--- config.mk ---
export PLATFORM = sky130hd
export DESIGN_NAME = console_mmio
export DESIGN_NICKNAME = d
export VERILOG_FILES = /design/src/rtl/console_pkg.sv /design/src/rtl/console_rst_sync.sv /design/src/rtl/console_decode.sv /design/src/rtl/console_kbd.sv /design/src/rtl/console_dsp.sv /design/src/rtl/console_mmio.sv
export SDC_FILE = /design/constraint.sdc
export NUM_CORES = 1
export LEC_CHECK = 0
export BUFFER_PORTS_ARGS = -buffer_cell sky130_fd_sc_hd__buf_2
export CORE_AREA = 5 5 55 57
export CTS_CLUSTER_DIAMETER = 30
export DETAILED_ROUTE_END_ITERATION = 10
export DIE_AREA = 0 0 60 62
export PLACE_DENSITY = 0.78
export REMOVE_ABC_BUFFERS = 1
export SETUP_SLACK_MARGIN = 0.3
export SYNTH_ARGS = -nofsm -noshare
export SYNTH_HDL_FRONTEND = slang
export SYNTH_SLANG_ARGS = --single-unit
--- constraint.sdc ---
create_clock -name clk -period 2.4 [get_ports clk]
set_clock_uncertainty 0.15 [all_clocks]
set_input_delay 0.12 -clock clk [delete_from_list [all_inputs] [get_ports clk]]
set_output_delay 0.12 -clock clk [all_outputs]
set_load 0.005 [all_outputs]
--- src/rtl/console_pkg.sv ---
package console_pkg;
  typedef enum logic [2:0] {
    SEL_NONE,
    SEL_KSTAT,
    SEL_KDATA,
    SEL_DSTAT,
    SEL_DDATA
  } reg_sel_e;
endpackage

--- src/rtl/console_rst_sync.sv ---
module console_rst_sync (
  input  logic clk,
  input  logic rst_n,
  output logic rst_n_sync
);
  logic [1:0] sync_q;

  always_ff @(posedge clk or negedge rst_n) begin
    if (!rst_n) sync_q <= 2'b00;
    else        sync_q <= {sync_q[0], 1'b1};
  end

  assign rst_n_sync = sync_q[1];
endmodule

--- src/rtl/console_decode.sv ---
module console_decode
  import console_pkg::*;
#(
  parameter int ADDR_W = 16,
  parameter logic [ADDR_W-1:0] KSTAT_ADDR = 16'hFE00,
  parameter logic [ADDR_W-1:0] KDATA_ADDR = 16'hFE02,
  parameter logic [ADDR_W-1:0] DSTAT_ADDR = 16'hFE04,
  parameter logic [ADDR_W-1:0] DDATA_ADDR = 16'hFE06
) (
  input  logic [ADDR_W-1:0] addr,
  input  logic              rd,
  input  logic              wr,
  output reg_sel_e          sel,
  output logic              mem_sel
);
  localparam int N_REGS = 4;
  localparam logic [ADDR_W-1:0] MAP [N_REGS] = '{KSTAT_ADDR, KDATA_ADDR, DSTAT_ADDR, DDATA_ADDR};
  localparam reg_sel_e CODE [N_REGS] = '{SEL_KSTAT, SEL_KDATA, SEL_DSTAT, SEL_DDATA};

  logic [N_REGS-1:0] hit;

  for (genvar i = 0; i < N_REGS; i++) begin : g_hit
    assign hit[i] = (addr == MAP[i]);
  end

  always_comb begin
    sel = SEL_NONE;
    for (int i = 0; i < N_REGS; i++) begin
      if (hit[i]) sel = CODE[i];
    end
  end

  assign mem_sel = (rd | wr) & ~(|hit);
endmodule

--- src/rtl/console_kbd.sv ---
module console_kbd #(
  parameter int CHAR_W = 8
) (
  input  logic              clk,
  input  logic              rst_n,
  input  logic              in_valid,
  input  logic [CHAR_W-1:0] in_data,
  output logic              in_ready,
  input  logic              consume,
  output logic              full,
  output logic [CHAR_W-1:0] char_q
);
  logic              full_d;
  logic              take;
  logic              char_en;

  assign in_ready = ~full;
  assign take     = in_valid & ~full;
  assign char_en  = take;

  always_comb begin
    full_d = full;
    if (take)         full_d = 1'b1;
    else if (consume) full_d = 1'b0;
  end

  always_ff @(posedge clk or negedge rst_n) begin
    if (!rst_n) full <= 1'b0;
    else        full <= full_d;
  end

  always_ff @(posedge clk or negedge rst_n) begin
    if (!rst_n)       char_q <= '0;
    else if (char_en) char_q <= in_data;
  end
endmodule

--- src/rtl/console_dsp.sv ---
module console_dsp #(
  parameter int CHAR_W = 8
) (
  input  logic              clk,
  input  logic              rst_n,
  input  logic              load,
  input  logic [CHAR_W-1:0] load_data,
  output logic              out_valid,
  output logic [CHAR_W-1:0] out_data,
  input  logic              out_ready,
  output logic              busy
);
  logic busy_d;
  logic accept;

  assign accept = load & ~busy;

  always_comb begin
    busy_d = busy;
    if (accept)                busy_d = 1'b1;
    else if (busy & out_ready) busy_d = 1'b0;
  end

  always_ff @(posedge clk or negedge rst_n) begin
    if (!rst_n) busy <= 1'b0;
    else        busy <= busy_d;
  end

  always_ff @(posedge clk or negedge rst_n) begin
    if (!rst_n)      out_data <= '0;
    else if (accept) out_data <= load_data;
  end

  assign out_valid = busy;
endmodule

--- src/rtl/console_mmio.sv ---
module console_mmio
  import console_pkg::*;
#(
  parameter int ADDR_W = 16,
  parameter int DATA_W = 16,
  parameter int CHAR_W = 8,
  parameter logic [ADDR_W-1:0] KSTAT_ADDR = 16'hFE00,
  parameter logic [ADDR_W-1:0] KDATA_ADDR = 16'hFE02,
  parameter logic [ADDR_W-1:0] DSTAT_ADDR = 16'hFE04,
  parameter logic [ADDR_W-1:0] DDATA_ADDR = 16'hFE06
) (
  input  logic              clk,
  input  logic              rst_n,
  input  logic [ADDR_W-1:0] bus_addr,
  input  logic              bus_rd,
  input  logic              bus_wr,
  input  logic [DATA_W-1:0] bus_wdata,
  output logic [DATA_W-1:0] bus_rdata,
  output logic              mem_sel,
  input  logic              kb_in_valid,
  input  logic [CHAR_W-1:0] kb_in_data,
  output logic              kb_in_ready,
  output logic              dsp_out_valid,
  output logic [CHAR_W-1:0] dsp_out_data,
  input  logic              dsp_out_ready
);
  localparam int PAD_W  = DATA_W - CHAR_W;
  localparam int RDY_B  = DATA_W - 1;

  logic              rst_n_s;
  reg_sel_e          sel;
  logic              kb_full;
  logic [CHAR_W-1:0] kb_char;
  logic              dsp_busy;
  logic              kb_consume;
  logic              dsp_load;

  console_rst_sync u_rst (
    .clk        (clk),
    .rst_n      (rst_n),
    .rst_n_sync (rst_n_s)
  );

  console_decode #(
    .ADDR_W     (ADDR_W),
    .KSTAT_ADDR (KSTAT_ADDR),
    .KDATA_ADDR (KDATA_ADDR),
    .DSTAT_ADDR (DSTAT_ADDR),
    .DDATA_ADDR (DDATA_ADDR)
  ) u_dec (
    .addr    (bus_addr),
    .rd      (bus_rd),
    .wr      (bus_wr),
    .sel     (sel),
    .mem_sel (mem_sel)
  );

  assign kb_consume = bus_rd & (sel == SEL_KDATA);
  assign dsp_load   = bus_wr & (sel == SEL_DDATA);

  console_kbd #(.CHAR_W(CHAR_W)) u_kbd (
    .clk      (clk),
    .rst_n    (rst_n_s),
    .in_valid (kb_in_valid),
    .in_data  (kb_in_data),
    .in_ready (kb_in_ready),
    .consume  (kb_consume),
    .full     (kb_full),
    .char_q   (kb_char)
  );

  console_dsp #(.CHAR_W(CHAR_W)) u_dsp (
    .clk       (clk),
    .rst_n     (rst_n_s),
    .load      (dsp_load),
    .load_data (bus_wdata[CHAR_W-1:0]),
    .out_valid (dsp_out_valid),
    .out_data  (dsp_out_data),
    .out_ready (dsp_out_ready),
    .busy      (dsp_busy)
  );

  always_comb begin
    bus_rdata = '0;
    if (bus_rd) begin
      unique case (sel)
        SEL_KSTAT: bus_rdata[RDY_B] = kb_full;
        SEL_KDATA: bus_rdata = {{PAD_W{1'b0}}, kb_char};
        SEL_DSTAT: bus_rdata[RDY_B] = ~dsp_busy;
        default:   bus_rdata = '0;
      endcase
    end
  end
endmodule

==> results.yml <==
die:
  io_pins: 73
  core_area_sq_um: 2432
  die_h_um: 62
  fp.dieW_um: 60
  die-area_sq_um: 3720
  rows: 18
  start_util: 0.3884
layout:
  synthToLayoutAreaGrowth_pct: 55.23
  final_cell_mix: "buf_2, dfrtp_1, dlygate4sd3_1"
  antennaDiodeCount: 0
  final_common_cell: "buf_2"
  fillCellCount: 200
  fin_nets: 197
  fin_area_sq_um: 1466
  drive_gt1_frac: 0.5400
sta:
  relSlewSlack: 0.5351
  min_period_over_period: 0.8278
  fin_crit_ns: 1.987
  grt_setup_unrepaired: "false"
  finalMaxSlewViolations: 0
  holdWs_ns: 0.1154
  finalHoldViolations: 0
  setup_viol: 0
  worst_slew_pin_slew_ns: 0.6959
  max_freq_mhz: 503.3
  tns_ns: 0
  setup_ws_ns: 0.4132
clock_network:
  clock-sinks: 20
  clockRootBuffer: "clkbuf_4"
  cts_buffers: 3
  cts_tree: "done"
  path_clk_slew_ns: 0.10
  cts_htree_levels: 1
  clock_path_buffers: 2
  clk_latency_ns: 0.28
synthesis:
  synth-seq-area-share: 0.5298
  avgSynthCellArea_sq_um: 13.12
  syn_area_sq_um: 944.7
  ys.warnings.count: 0
  synth_seq_cells: 20
  ys_types: 19
  syn_inst: 72
routing:
  ant_nets: 0
  dr.pass1.iters: 3
  vias: 824
  routed_wl_mm: 2.486
  via_per_inst: 4.578
  post_drt_wl_per_cell_um: 13.81
  drtIter0Drc: 7
  drc: 0
grt:
  grt_max_degree: 19
  overflow: 0
  grt_pass1_wl_mm: 3.622
  antenna_found_initial: 0
  grt_usage: 0.1319
  grt_pass1_vias: 841
setup_path:
  end_kind: "output port"
  worstPathRequired_ns: 2.13
  crit_type: "input pin to output port"
  worst-path-max-fanout: 5
  start_kind: "input pin"
  crit_arrival_ns: 1.72
status:
  status: "complete, no violations"
power:
  p_clk_frac: 0.298
  switching_share: 0.2016
  power_frac_seq: 0.579
  power.leakage_uw: 0.0008161
  switching_power_uw: 123.3
  p_comb_frac: 0.123
  ir_drop_mv: 0.4024
  internal_power_uw: 488.3
  powerDensity_nw_per_um2: 417.1
placement:
  gp_congestion: 0.6632
  placed_area_sq_um: 1229
  io_buffers: 57
  hpwl_mm: 1.819
  pre_cts_slack_ns: 0.2921
flow_run:
  cap_violations: 0
hold_path:
  hp-class: "input pin to flop"
## registers in the layout, indices dropped and copies added (netlist names)
| register | count |
|---|---|
| u_rst.sync_q | 2 |
| u_kbd.full | 1 |
| u_dsp.out_data | 8 |
| u_kbd.char_q | 8 |
| u_dsp.busy | 1 |
## cell families (layout without fill, tap and decap cells)
logic type	count (synthesis)	count (layout)	synth area share
flops	20	20	0.5298
buf+inv	11	82	0.07284
simple gates	20	21	0.1775
other cells	2	8	0.007950
compound gates	3	3	0.02118
mux	16	16	0.1907
## synth_stat cells
cell type   n  area share
dfrtp_1    20        0.53
and4b_1     2       0.021
nor4_4      1       0.023
nand4_4     1       0.023
buf_4       7       0.056
and2_1      8       0.053
nor2b_1     2       0.013
o21ai_0     1      0.0053
nand4_1     1      0.0066
conb_1      2      0.0079
clkbuf_2    1      0.0053
nand2b_1    1      0.0066
inv_1       2      0.0079
nor2_1      2      0.0079
mux2_2     16        0.19
or4_4       1       0.012
o21bai_1    2       0.016
nand4bb_1   1       0.012
clkbuf_1    1      0.0040
## final cells by class
| cell class | count | area (sq um) | share of cell area |
|---|---|---|---|
| repair buffers | 76 | 475.5 | 0.3242 |
| flip-flops and latches | 20 | 500.5 | 0.3413 |
| well taps | 30 | 37.54 | 0.02560 |
| inverters | 2 | 7.507 | 0.005119 |
| multi-input cells | 48 | 409.1 | 0.2790 |
| clock buffers | 4 | 36.28 | 0.02474 |
## metal layers
metal | vias to the layer above | share of wire | GRT usage
met2 | 38 | 0.54 | 0.2809
met3 | 0 | 0.12 | 0.03099
met5 | - | 0 | 0
met4 | 0 | 0 | 0.01899
li1 | 391 | - | -
met1 | 395 | 0.34 | 0.1282
## worst max-delay path, cell delays in order
cell and delay [ns]:
buf_2 0.10, or4_4 0.54, nor4_4 0.33, and4b_2 0.37
and2_1 0.15, buf_2 0.11
## through the flow
stage,power [uW],cells,util
6_report,611.6,180,0.6029
5_1_grt,643.0,180,0.6029
4_1_cts,619.9,179,0.5988
3_5_place_dp,410.9,156,0.5051
3_3_place_gp,408.0,156,0.5051
2_1_floorplan,374.2,69,-
## timing repair
action / in CTS / in global routing
hold buffers: 19 / 0
gates resized for setup: 1 / 0
hold endpoints to repair: 19 / 0
gates cloned: 0 / 1
endpoints found under the setup margin: 8 / 8
buffers inserted: 0 / 0
pin swaps: 0 / 2
## worst paths after layout
check	startpoint	to	slack (ns)	cells after the start
worst max-delay path	bus_addr[5]	bus_rdata[1]	0.41	6
worst min-delay path	bus_addr[1]	u_dsp.busy	0.12	3
worst max register to register	u_kbd.full	u_kbd.char_q[2]	0.78	2
worst min register to register	u_rst.sync_q[1]	u_dsp.out_data[2]	0.14	0
max in group asynchronous	rst_n	u_rst.sync_q[1]	1.47	3
min in group asynchronous	u_rst.sync_q[1]	u_dsp.out_data[2]	0.14	0
## power by group through the flow
stage                     Clock, uW  Combinational, uW  Sequential [uW]
after floorplan                   0               15.8              358
after global placement            0               47.4              361
after detailed placement          0               49.8              361
after CTS                       192               73.7              354
after global routing            204               82.2              357
final                           182               75.5              354
Power figures use the tool's default switching activity.
